===== src/rtl/pd_ctrl_pkg.sv =====
package pd_ctrl_pkg;

    localparam int CODE_W = 6;

    localparam logic [CODE_W-1:0] CODE_RUN      = 6'b000000;
    localparam logic [CODE_W-1:0] CODE_LITE_EN  = 6'b001001;
    localparam logic [CODE_W-1:0] CODE_LITE_ANY = 6'b010001;
    localparam logic [CODE_W-1:0] CODE_HALT     = 6'b011010;
    localparam logic [CODE_W-1:0] CODE_DEEP     = 6'b011100;

    typedef enum logic [2:0] {
        PM_RUN,
        PM_LITE_EN,
        PM_LITE_ANY,
        PM_HALT,
        PM_DEEP
    } pmode_t;

    typedef struct packed {
        logic cpu_gate;
        logic pll_halt;
        logic pll_stop;
    } clkctl_t;

    typedef struct packed {
        logic   valid;
        pmode_t mode;
    } pd_req_t;

    function automatic logic code_valid(logic [CODE_W-1:0] c);
        return (c == CODE_LITE_EN) || (c == CODE_LITE_ANY) ||
               (c == CODE_HALT)    || (c == CODE_DEEP);
    endfunction

    function automatic pmode_t code_to_mode(logic [CODE_W-1:0] c);
        pmode_t m;
        case (c)
            CODE_LITE_EN:  m = PM_LITE_EN;
            CODE_LITE_ANY: m = PM_LITE_ANY;
            CODE_HALT:     m = PM_HALT;
            CODE_DEEP:     m = PM_DEEP;
            default:       m = PM_RUN;
        endcase
        return m;
    endfunction

    function automatic logic [CODE_W-1:0] mode_to_code(pmode_t m);
        logic [CODE_W-1:0] c;
        case (m)
            PM_LITE_EN:  c = CODE_LITE_EN;
            PM_LITE_ANY: c = CODE_LITE_ANY;
            PM_HALT:     c = CODE_HALT;
            PM_DEEP:     c = CODE_DEEP;
            default:     c = CODE_RUN;
        endcase
        return c;
    endfunction

    function automatic clkctl_t mode_clocks(pmode_t m);
        clkctl_t k;
        k.cpu_gate = (m != PM_RUN);
        k.pll_halt = (m == PM_HALT) || (m == PM_DEEP);
        k.pll_stop = (m == PM_DEEP);
        return k;
    endfunction

    function automatic logic is_lite(pmode_t m);
        return (m == PM_LITE_EN) || (m == PM_LITE_ANY);
    endfunction

endpackage


===== src/rtl/pd_req_decode.sv =====
module pd_req_decode
    import pd_ctrl_pkg::*;
#(
    parameter int DATA_W    = 16,
    parameter int FIELD_LSB = 10
) (
    input  logic              wr_en,
    input  logic [DATA_W-1:0] wr_data,
    output pd_req_t           req
);
    localparam int FIELD_MSB = FIELD_LSB + CODE_W - 1;

    logic [CODE_W-1:0] field;
    logic              unused_bits;

    assign field = wr_data[FIELD_MSB:FIELD_LSB];

    generate
        if (FIELD_LSB > 0 && FIELD_MSB < DATA_W - 1) begin : g_both
            assign unused_bits = ^{wr_data[DATA_W-1:FIELD_MSB+1], wr_data[FIELD_LSB-1:0]};
        end else if (FIELD_LSB > 0) begin : g_low
            assign unused_bits = ^wr_data[FIELD_LSB-1:0];
        end else if (FIELD_MSB < DATA_W - 1) begin : g_high
            assign unused_bits = ^wr_data[DATA_W-1:FIELD_MSB+1];
        end else begin : g_none
            assign unused_bits = 1'b0;
        end
    endgenerate

    always_comb begin
        req.valid = wr_en;
        req.mode  = code_to_mode(field);
    end
endmodule


===== src/rtl/pd_wake_eval.sv =====
module pd_wake_eval
    import pd_ctrl_pkg::*;
#(
    parameter int NIRQ = 4
) (
    input  pmode_t            mode,
    input  logic [NIRQ-1:0]   irq_pend,
    input  logic [NIRQ-1:0]   irq_en,
    input  logic              gie,
    input  logic              nmie,
    output logic              wake,
    output logic              isr
);
    logic [NIRQ-1:0] masked;

    genvar i;
    generate
        for (i = 0; i < NIRQ; i++) begin : g_line
            assign masked[i] = irq_pend[i] & irq_en[i];
        end
    endgenerate

    always_comb begin
        case (mode)
            PM_LITE_EN:  wake = |masked;
            PM_LITE_ANY: wake = |irq_pend;
            default:     wake = 1'b0;
        endcase
        isr = wake & gie & nmie;
    end
endmodule


===== src/rtl/pd_relock.sv =====
module pd_relock #(
    parameter int RELOCK_CYCLES = 4096
) (
    input  logic clk,
    input  logic rst,
    input  logic deep_now,
    output logic busy
);
    localparam int CW = $clog2(RELOCK_CYCLES + 1);
    localparam logic [CW-1:0] LOAD = CW'(RELOCK_CYCLES);

    logic [CW-1:0] cnt;

    always_ff @(posedge clk) begin
        if (rst) begin
            if (deep_now || cnt != '0) begin
                cnt <= LOAD;
            end else begin
                cnt <= '0;
            end
        end else if (cnt != '0) begin
            cnt <= cnt - 1'b1;
        end
    end

    assign busy = (cnt != '0);
endmodule


===== src/rtl/pd_ctrl.sv =====
module pd_ctrl
    import pd_ctrl_pkg::*;
#(
    parameter int DATA_W        = 16,
    parameter int NIRQ          = 4,
    parameter int RELOCK_CYCLES = 4096
) (
    input  logic              clk,
    input  logic              rst,
    input  logic              wr_en,
    input  logic [DATA_W-1:0] wr_data,
    input  logic [NIRQ-1:0]   irq_pend,
    input  logic [NIRQ-1:0]   irq_en,
    input  logic              gie,
    input  logic              nmie,
    output logic [5:0]        mode_rd,
    output logic              cpu_clk_gate,
    output logic              pll_out_halt,
    output logic              pll_in_stop,
    output logic              wake_pulse,
    output logic              isr_entry,
    output logic              relock_busy
);
    localparam int FIELD_LSB = 10;

    pmode_t  mode_q;
    pd_req_t req;
    clkctl_t clk_sel;
    logic    wake_now;
    logic    isr_now;
    logic    wake_q;
    logic    isr_q;
    logic    busy;

    pd_req_decode #(.DATA_W(DATA_W), .FIELD_LSB(FIELD_LSB)) u_dec (
        .wr_en   (wr_en),
        .wr_data (wr_data),
        .req     (req)
    );

    pd_wake_eval #(.NIRQ(NIRQ)) u_wake (
        .mode     (mode_q),
        .irq_pend (irq_pend),
        .irq_en   (irq_en),
        .gie      (gie),
        .nmie     (nmie),
        .wake     (wake_now),
        .isr      (isr_now)
    );

    pd_relock #(.RELOCK_CYCLES(RELOCK_CYCLES)) u_relock (
        .clk      (clk),
        .rst      (rst),
        .deep_now (mode_q == PM_DEEP),
        .busy     (busy)
    );

    always_ff @(posedge clk) begin
        if (rst) begin
            mode_q <= PM_RUN;
            wake_q <= 1'b0;
            isr_q  <= 1'b0;
        end else begin
            wake_q <= 1'b0;
            isr_q  <= 1'b0;
            if (is_lite(mode_q) && wake_now) begin
                mode_q <= PM_RUN;
                wake_q <= 1'b1;
                isr_q  <= isr_now;
            end else if (req.valid && mode_q == PM_RUN && !busy) begin
                mode_q <= req.mode;
            end
        end
    end

    always_comb begin
        clk_sel      = mode_clocks(mode_q);
        mode_rd      = mode_to_code(mode_q);
        cpu_clk_gate = clk_sel.cpu_gate | busy;
        pll_out_halt = clk_sel.pll_halt;
        pll_in_stop  = clk_sel.pll_stop;
        wake_pulse   = wake_q;
        isr_entry    = isr_q;
        relock_busy  = busy;
    end
endmodule


===== config.mk =====
export PLATFORM = sky130hd
export DESIGN_NAME = pd_ctrl
export DESIGN_NICKNAME = d
export VERILOG_FILES = /design/src/rtl/pd_ctrl_pkg.sv /design/src/rtl/pd_req_decode.sv /design/src/rtl/pd_wake_eval.sv /design/src/rtl/pd_relock.sv /design/src/rtl/pd_ctrl.sv
export SDC_FILE = /design/constraint.sdc
export NUM_CORES = 1
export LEC_CHECK = 0
export BUFFER_PORTS_ARGS = -buffer_cell sky130_fd_sc_hd__buf_4
export CAP_MARGIN = 20
export CORE_AREA = 2 2 49 51
export CTS_CLUSTER_DIAMETER = 200
export CTS_CLUSTER_SIZE = 24
export DETAILED_ROUTE_END_ITERATION = 16
export DIE_AREA = 0 0 51 53
export GPL_TIMING_DRIVEN = 0
export PLACE_DENSITY_LB_ADDON = 0.05
export SLEW_MARGIN = 0
export SYNTH_ARGS = -nofsm -noshare
export SYNTH_HDL_FRONTEND = slang
export SYNTH_SLANG_ARGS = --single-unit
export TNS_END_PERCENT = 5

===== constraint.sdc =====
create_clock -name clk -period 3.6 [get_ports clk]
set_input_delay 0.36 -clock clk [delete_from_list [all_inputs] [get_ports clk]]
set_output_delay 0.36 -clock clk [all_outputs]
set_load 0.05 [all_outputs]

# Yosys cells after proc, flatten, opt, wreduce, memory -nomap -nowiden

Index checks and enable logic that the tools add are counted.

Register bits: 18
Input port bits: 29
Output and inout port bits: 12
Word-level logic and storage cells: 43

$add $sub $neg: 1
Equal/unequal tests: 8
Muxes and demuxes: 7
Bitwise gates (word level): 8
Reduce and logical (&&, ||, !) cells: 15

Operator list:

| cell                  | count |
|---|---|
| $mux 13               | 3 |
| $pmux 5 s4            | 1 |
| $eq 6x5->1 const B    | 3 |
| $reduce_bool 13->1    | 1 |
| $sub 13x1->13 const B | 1 |
| $pmux 3 s4            | 1 |
| $reduce_or 4->1       | 2 |
| $and 1x1->1           | 6 |
| $eq 3x2->1 const B    | 2 |
| $eq 6x4->1 const B    | 1 |
| $reduce_or 2->1       | 2 |
| $eq 3x1->1 const B    | 1 |
| $eq 3x3->1 const B    | 1 |
| $logic_and 1x1->1     | 3 |
| $logic_not 3->1       | 1 |
| $logic_or 1x1->1      | 3 |
| $reduce_bool 3->1     | 1 |
| $pmux 1 s2            | 1 |
| $reduce_bool 2->1     | 1 |
| $logic_not 1->1       | 1 |
| $mux 1                | 1 |
| $not 1->1             | 1 |
| $or 1x1->1            | 1 |

# Logic depth before layout (Yosys ltp)

Gate-level depths: netlist (run 1).

Depth in word-level cells: 6
Gate-level depth with buffers: 6

# Cells and area by module

A second synthesis (run 1) with hierarchy kept.

Cell total of the unflattened synthesis: 113
Area, all modules: 1129.8 µm²

By module, submodules not included:

| module        | instances | cells an instance | area each (µm²) |
|---|---|---|---|
| pd_relock     | 1         | 61                | 705.7 |
| pd_ctrl       | 1         | 31                | 269.0 |
| pd_req_decode | 1         | 11                | 85.1 |
| pd_wake_eval  | 1         | 10                | 70.1 |

# Worst setup path after synthesis (run 1)

No wires, ideal clock.

Path kind: flip-flop to output port
Start point: register u_relock.cnt[3]
End point: output cpu_clk_gate
Arrival time: 1.945 ns
Data required time: 3.240 ns
Setup slack: 1.295 ns
Cell stages (with the launch flop): 5
Path buffers: 1
Cell sequence: edfxtp_1 -> or4_1 -> buf_6 -> nor4_4 -> nand3_1

Word-level cells in the longest chain between the ends: 2

Ends and longest elaborated chain:

| element                | line            | RTL |
|---|---|---|
| start, declared        | pd_relock.sv:12 | `logic [CW-1:0] cnt;` |
| start signal, assigned | pd_relock.sv:22 | `cnt <= cnt - 1'b1;` |
| $reduce_bool 13->1     | pd_relock.sv:26 | `assign busy = (cnt != '0);` |
| $or 1x1->1             | pd_ctrl.sv:79   | `cpu_clk_gate = clk_sel.cpu_gate \| busy;` |
| end, declared          | pd_ctrl.sv:17   | `output logic cpu_clk_gate,` |

Every way passes these cells.

# Worst setup path in the final report (run 1)

Ends and elaborated chain as after synthesis.

==> results.yml, run 1 <==
critical_path:
  critPathKind: "flip-flop to output pin"
  worst-path-buf-inv: 2
  startpoint_type: "flip-flop"
  cp_max_fo: 8
  cp_slowest_cell: "or4_1"
  endpoint_kind: "output pin"
  critPathTopFamily: "simple AND/OR/NAND/NOR gates"
  max_stage_delay_ns: 0.56
  worstPathArrival_ns: 2.23
  path_cells: "or4_1, buf_6, nor4_4, nand3_1, buf_4"
  worstPathRequired_ns: 3.24
synthesis:
  syn-cell-area_um2: 1090
  syn_area_per_cell_um2: 9.476
  synth-async-reset-ratio: 0
  synth.yosys.warnings: 0
  syn_inst: 115
  synth-seq-cells: 18
  ys.flop_type: "edfxtp_1"
  syn-num-nets: 146
  synth_cell_type_count: 34
  synth_seq_area_share: 0.4501
  synth_edf_count: 13
detailed_routing:
  drt-total-wl_mm: 2.151
  drt-initial-drc-count: 12
  num_vias: 926
  route.detailed.drc: 0
  routedWlPerCell_um: 12.29
  ant_nets: 0
  routed_via_density: 5.291
  first_pass_iters: 4
finish:
  multiInputGateArea_um2: 531.8
  drive_gt1_frac: 0.2721
  finish.utilization: 0.6337
  regArea_um2: 490.5
  diodes: 0
  fin_nets: 179
  fillers: 191
  syn_to_final_growth_pct: 24.91
  instances_no_fill: 175
min_path:
  hold_class: "input pin to flip-flop"
global_route:
  grt_max_degree: 14
  track_usage: 0.1823
  antenna_found_initial: 0
  grt_pass1_vias: 883
  grt_pass1_wl_mm: 3.629
  overflow: 0
power:
  p_per_area_nw_per_um2: 603.2
  leakage_uw: 0.0005589
  peakVddDrop_v: 0.0003391
placement:
  detailed_place_hpwl_mm: 1.694
  io_buffer_count: 28
  numPlacedInstances: 171
  gp_congestion: 0.7806
  dp_slack_ns: 1.171
timing:
  finalCritPeriodShare: 0.7200
  rsz0062_at_grt: "no"
  tightestPinTransition_ns: 0.5963
  finalCriticalPeriod_ns: 2.592
  timing.final.max_slew_violations: 0
  finalSetupViolCount: 0
  slew_headroom: 0.6024
  hold_violations: 0
  setup_tns_ns: 0
  max_freq_mhz: 385.8
  finalClockSkew_ns: 0.01693
  fin_ws_ns: 1.008
floorplan:
  initial_utilization: 0.5073
  fp.dieArea_um2: 2703
  die_y_um: 53
  die_w_um: 51
  fp-row-count: 17
  core-area_um2: 2148
  pin_count: 41
clock_tree:
  clkTransAtPathRegs_ns: 0.11
  cts_max_level: 1
  cts_tree: "done"
  clock_path_buffers: 2
  clk_latency_ns: 0.30
  cts_buffers: 3
  cts.sinks: 18
  cts-root-buf: "clkbuf_4"
  post_cts_buffers: 0
  post_cts_resized: 0
  holdBufCountCts: 0
job:
  drv_cap: 0
status:
  status: "finished clean"
synthesized netlist by cell type (all sizes together) (3+ instances only):
cell | number | area share
nand3 | 3 | 0.014
clkbuf | 5 | 0.017
dfxtp | 5 | 0.092
or2 | 3 | 0.017
nand2 | 5 | 0.017
nor2 | 15 | 0.052
nand2b | 4 | 0.023
buf | 3 | 0.024
xnor2 | 8 | 0.064
a21oi | 5 | 0.023
edfxtp | 13 | 0.36
nor4 | 10 | 0.083
inv | 6 | 0.021
or3 | 3 | 0.017
nor3 | 4 | 0.018
tightest hold or removal path: cells and delay by family:
family / cells / cell delay (ns)
and+or+nand+nor: 2 / 0.09
buffers and inverters: 1 / 0.11
logic make-up after synthesis:
kind of cell	share of synthesized area
adders and majority gates	0.02296
xor gates and xnor gates	0.08037
other	0.003441
buffers and inverters	0.06199
and+or+nand+nor	0.2962
DFF	0.4501
AOI/OAI and AO/OA	0.08495
power by group:
| part | switching [uW] | internal [uW] |
|---|---|---|
| registers | 62.6 | 303 |
| clock network | 63.7 | 43.2 |
| logic | 177 | 172 |
cell type report:
type                       count  share of cell area
multi-input combinational     83              0.3906
sequential                    18              0.3603
timing repair buffer          28              0.1544
buffer                         8             0.03309
tap                           28             0.02574
clock buffer                   4             0.01930
inverter                       6             0.01654
routing by layer:
metal / part of all wire / global-route usage / wire, um / vias to the layer above
li1: - / - / - / 472
met1: 0.41 / 0.2049 / 879 / 418
met2: 0.51 / 0.3290 / 1091 / 31
met3: 0.058 / 0.02260 / 125 / 5
met4: 0.025 / 0.1081 / 54 / 0
met5: 0 / 0 / 0 / -
layout by cell type, fill, tap and decap left out, types with 2 or more instances in the layout:
master and instances:
nand2_1 5, clkbuf_1 6, nor3_1 4, a21oi_1 5
edfxtp_1 13, buf_4 30, nand3_1 3, inv_1 6
clkbuf_4 3, or4_1 2, nor2b_1 2, or3_1 3
xor2_1 2, a31oi_1 2, o22ai_1 2, ha_1 2
dfxtp_1 5, xnor2_1 8, o21ai_0 2, nand2b_1 4
nor2_1 15, or2_2 2, nor4_2 2, nor4_1 7
a22oi_1 2
sequential cells by signal, indices dropped and copies added (netlist names):
name and count:
isr_entry 1, mode_q 3, u_relock.cnt 13, wake_pulse 1
final timing paths:
kind / startpoint / to / slack, ns / cells past startpoint
worst max-delay path: u_relock.cnt[3] / cpu_clk_gate / 1.01 / 5
worst max register to register: u_relock.cnt[3] / u_relock.cnt[6] / 1.19 / 4
worst min register to register: mode_q[2] / isr_entry / 0.57 / 1
worst min-delay path: gie / isr_entry / 0.28 / 3
through the flow:
step                      hold WS (ns)  total power, uW  area, um^2
after detailed placement        0.5807            719.0        1335
final                           0.2770            821.1        1361
after CTS                       0.2781            826.2        1361
after global routing            0.2862            876.6        1361
after floorplan                 0.4794            641.8        1090
after global placement          0.5697            703.5        1335
Note: power is estimated with default switching activity, not from simulation.
==> run 2: changes to the inputs <==
Settings changed: CORE_AREA 2 2 49 51 to 2 2 54 56, DIE_AREA 0 0 51 53 to 0 0 56 58.
Clock period 3.6 ns to 2.1 ns, I/O delays scaled along.
==> results.yml, run 2 (synthesized netlist as in run 1, its figures left out) <==
status:
  status: "finished, violations left"
  violations: "setup timing"
clock_tree:
  cts_tree: "done"
  holdBufCountCts: 0
  cts_buffers: 3
  clock_path_buffers: 2
  clk_latency_ns: 0.30
  cts_max_level: 1
  cts.sinks: 18
  cts-root-buf: "clkbuf_4"
  clkTransAtPathRegs_ns: 0.10
global_route:
  grt_pass1_wl_mm: 3.857
  overflow: 0
  grt_pass1_vias: 928
  antenna_found_initial: 0
  grt_max_degree: 14
  track_usage: 0.1526
finish:
  fin_nets: 185
  final_common_cell: "buf_4"
  drive_gt1_frac: 0.3399
  regMostFlops: "u_relock.cnt"
  most-common-layout-cells: "buf_4, nor2_1, edfxtp_1"
  diodes: 0
  largest_reg_flops: 13
  reg.largest.list: "u_relock.cnt x13, mode_q x3"
  syn_to_final_growth_pct: 32.49
  finish.utilization: 0.5423
  postLayoutCellArea_um2: 1444
  fillers: 254
critical_path:
  path_cells: "inv_2, ha_4, or3b_4, nor4_4, buf_4, inv_2, buf_6"
  r2r-start: "u_relock.cnt[3]"
  startpoint_type: "flip-flop"
  worstPathArrival_ns: 2.01
  worstPathRequired_ns: 1.89
  cp_common_cell: "inv_2"
  cp_slowest_cell: "edfxtp_1"
  cp_max_fo: 4
  endpoint_kind: "output pin"
  critPathKind: "flip-flop to output pin"
  max_stage_delay_ns: 0.44
  crit_path_start: "u_relock.cnt[0]"
timing:
  fin_ws_ns: -0.1198
  setup_tns_ns: -0.1866
  max_freq_mhz: 450.5
  whs_ns: 0.1302
  finalCriticalPeriod_ns: 2.220
  hold_violations: 0
  rsz0062_at_grt: "yes"
  finalClockSkew_ns: 0.004431
  finalCritPeriodShare: 1.057
  finalSetupViolCount: 2
  timing.final.max_slew_violations: 0
placement:
  dp_slack_ns: -0.3760
  io_buffer_count: 28
  gp_congestion: 0.7724
  detailed_place_hpwl_mm: 1.688
  placed_area_um2: 1339
detailed_routing:
  drt-total-wl_mm: 2.321
  route.detailed.drc: 0
  num_vias: 929
  first_pass_iters: 2
  ant_nets: 0
  drt-initial-drc-count: 18
  routed_via_density: 5.049
  routedWlPerCell_um: 12.61
power:
  clockPowerShare: 0.124
  p_per_area_nw_per_um2: 1024
  p_sw_frac: 0.3651
  pwr-share-comb: 0.460
  leakage_uw: 0.0005995
  power.internal_uw: 938.8
  pwr-share-seq: 0.415
  peakVddDrop_v: 0.0008486
  power_switching_uw: 539.8
floorplan:
  core-area_um2: 2663
  die_w_um: 56
  pin_count: 41
  fp.dieArea_um2: 3248
  die_y_um: 58
  fp-row-count: 19
  initial_utilization: 0.4093
min_path:
  hp-start: "gie"
  hold_class: "input pin to flip-flop"
job:
  drv_cap: 0
==> run 2: cell count changes in the layout (fill, tap and decap cells not counted), moves of 2 or more <==
| cell | before | now |
|---|---|---|
| buf_4 | 30 | 34 |
| inv_1 | 6 | 3 |
| inv_2 | 0 | 3 |
| buf_6 | 1 | 3 |
==> run 2: through the flow <==
step           instances  total power (uW)
6_report             184              1479
5_1_grt              184              1587
4_1_cts              184              1480
3_5_place_dp         174              1226
3_3_place_gp         174              1213
2_1_floorplan        115              1100
==> run 2: area by class of cell <==
class                   count  area [um^2]  area share
well taps                  31        38.79     0.02686
repair buffers             34        262.8      0.1820
plain buffers               8        45.04     0.03120
flip-flops and latches     18        490.5      0.3397
clock buffers               3        22.52     0.01560
inverters                   6        22.52     0.01560
multi-input cells          83        558.0      0.3865
clock inverters             1        3.754    0.002600
==> run 2: what timing repair did <==
action / CTS / global route
cloned: 0 / 0
setup buffers: 6 / 0
pin swaps: 2 / 1
setup endpoints to repair: 16 / 15
gates resized for setup: 10 / 1
==> run 2: power by group through the flow <==
stage / combinational [uW] / sequential (uW) / clock [uW]
3_5_place_dp: 593 / 632 / 0
5_1_grt: 750 / 634 / 202
2_1_floorplan: 493 / 607 / 0
4_1_cts: 683 / 613 / 184
6_report: 680 / 614 / 184
3_3_place_gp: 587 / 626 / 0
==> run 2: worst paths after layout <==
| kind | end | slack [ns] | cells past startpoint |
|---|---|---|---|
| worst max-delay path | relock_busy | -0.12 | 7 |
| worst min-delay path | isr_entry | 0.13 | 3 |
| worst max register to register | u_relock.cnt[10] | 0.14 | 5 |
| worst min register to register | isr_entry | 0.61 | 1 |
==> run 2: worst max-delay path, delay by kind of cell, from the launching register on <==
| family | cells | cell delay, ns |
|---|---|---|
| adders and majority gates | 1 | 0.12 |
| buffers and inverters | 4 | 0.46 |
| DFF | 1 | 0.44 |
| and+or+nand+nor | 2 | 0.70 |
==> run 2: routing by layer <==
metal,GRT usage,wire [um],vias up,part of all wire
met5,0,0,-,0
met4,0.07143,45,0,0.019
met3,0.02009,78,5,0.034
met2,0.2874,1193,23,0.51
met1,0.1707,1003,419,0.43
li1,-,-,482,-
==> run 3: changes to the inputs <==
Settings changed: CORE_AREA 2 2 54 56 to 2 2 53 55, CTS_BUF_LIST set to sky130_fd_sc_hd__clkbuf_4 sky130_fd_sc_hd__clkbuf_8, DIE_AREA 0 0 56 58 to 0 0 55 57.
==> results.yml, run 3 (synthesized netlist as in run 1, its figures left out) <==
detailed_routing:
  routed_via_density: 5.308
  drt-initial-drc-count: 22
  dr_wl_met3_um: 74
  drt-total-wl_mm: 2.332
  first_pass_iters: 4
  num_vias: 982
  dr.max_layer_used: "met4"
  route.detailed.drc: 0
  routedWlPerCell_um: 12.61
  wl_met2_mm: 1.300
  met1_length_um: 934
  ant_nets: 0
placement:
  numPlacedInstances: 174
  io_buffer_count: 28
  gp_congestion: 0.7124
  detailed_place_hpwl_mm: 1.700
floorplan:
  fp-row-count: 19
  die_w_um: 55
  pin_count: 41
  core-area_um2: 2615
  die_y_um: 57
  initial_utilization: 0.4167
  fp.dieArea_um2: 3135
timing:
  rsz0062_at_grt: "yes"
  timing.final.max_slew_violations: 0
  setup_tns_ns: -0.7571
  hold_violations: 0
  finalCritPeriodShare: 1.037
  tightestPinTransition_ns: 0.6255
  slew_headroom: 0.5830
  finalClockSkew_ns: 0.001187
  fin_ws_ns: -0.07750
  finalSetupViolCount: 15
  max_freq_mhz: 459.2
  finalCriticalPeriod_ns: 2.178
global_route:
  grt_pass1_wl_mm: 3.898
  track_usage: 0.1654
  grt_pass1_vias: 968
  antenna_found_initial: 0
  overflow: 0
  grt_max_degree: 14
clock_tree:
  clk_latency_ns: 0.29
  cts_max_level: 1
  cts_buffers: 3
  cts.sinks: 18
  cts-root-buf: "clkbuf_4"
  cts_tree: "done"
  clkTransAtPathRegs_ns: 0.10
  clock_path_buffers: 2
power:
  power.internal_uw: 1010
  clockPowerShare: 0.134
  peakVddDrop_v: 0.0007487
  power_uw: 1556
  power_switching_uw: 545.4
  pwr-share-seq: 0.401
  p_per_area_nw_per_um2: 1066
  leakage_uw: 0.0006038
  p_sw_frac: 0.3506
  pwr-share-comb: 0.465
status:
  violations: "setup timing"
  status: "finished, violations left"
finish:
  regMostFlops: "u_relock.cnt"
  largest_reg_flops: 13
  diodes: 0
  instances_no_fill: 185
  fin_nets: 186
  final_common_cell: "buf_4"
  reg.largest.list: "u_relock.cnt x13, mode_q x3"
  fillers: 255
  most-common-layout-cells: "buf_4, nor2_1, edfxtp_1"
  syn_to_final_growth_pct: 33.87
  drive_gt1_frac: 0.3506
  finish.utilization: 0.5579
critical_path:
  worstPathArrival_ns: 1.97
  startpoint_type: "flip-flop"
  worstPathRequired_ns: 1.89
  max_stage_delay_ns: 0.59
  cp_max_fo: 4
  path_cells: "or4_4, nor4_4, nand3_1, buf_6"
  critPathKind: "flip-flop to output pin"
  cp_slowest_cell: "or4_4"
  endpoint_kind: "output pin"
job:
  drv_cap: 0
min_path:
  hold_class: "input pin to flip-flop"
==> run 3: cell count changes in the layout (fill, tap and decap cells not counted) <==
| cell | delta |
|---|---|
| buf_4 | +2 |
| buf_6 | -1 |
| clkbuf_8 | +1 |
| clkinv_1 | -1 |
| inv_1 | +1 |
| inv_2 | -1 |
| nand2b_1 | +1 |
| nand2b_4 | -1 |
| nand3_1 | -1 |
| nand3_2 | +1 |
| or4_1 | -1 |
| or4_4 | +1 |
==> run 3: final timing paths <==
check | cells past startpoint | from | endpoint | slack [ns]
max | 4 | u_relock.cnt[4] | cpu_clk_gate | -0.08
min | 3 | gie | isr_entry | 0.15
max reg2reg | 3 | u_relock.cnt[4] | u_relock.cnt[9] | -0.05
min reg2reg | 1 | mode_q[2] | isr_entry | 0.60
==> run 3: critical path, delay by kind of cell, from the launching register on <==
kind                   cells  cell delay [ns]
and+or+nand+nor            3             1.11
DFF                        1             0.40
buffers and inverters      1             0.17
==> run 3: power by group through the flow <==
stage,clock network [uW],logic [uW],registers [uW]
final,208,723,624
after global routing,238,792,642
after CTS,217,674,619
after detailed placement,0,592,639
after global placement,0,583,631
after floorplan,0,493,607
==> run 3: final cells by class <==
type / count / area (um^2) / share of cell area
plain buffers: 7 / 33.78 / 0.02316
multi-input cells: 83 / 559.3 / 0.3834
repair buffers: 36 / 277.8 / 0.1904
clock buffers: 4 / 36.28 / 0.02487
well taps: 31 / 38.79 / 0.02659
flip-flops and latches: 18 / 490.5 / 0.3362
inverters: 6 / 22.52 / 0.01544
==> run 3: stage by stage <==
stage	area, um^2	hold slack, ns	worst slack, ns
6_report	1459	0.1458	-0.07750
5_1_grt	1459	0.1427	-0.2145
4_1_cts	1439	0.1422	-0.1355
3_5_place_dp	1339	0.4607	-0.4051
3_3_place_gp	1339	0.4561	-0.4015
2_1_floorplan	1090	0.3294	-0.05490
==> run 3: routing by layer <==
layer | GRT usage | up-vias
met4 | 0.06272 | 0
met2 | 0.2993 | 22
met5 | 0 | -
met1 | 0.1933 | 469
met3 | 0.01571 | 2
li1 | - | 489
==> run 3: what timing repair did <==
action	CTS	global route
setup buffers	5	3
hold buffers	0	0
gates resized for setup	8	2
pin swaps	3	3
setup endpoints to repair	16	16
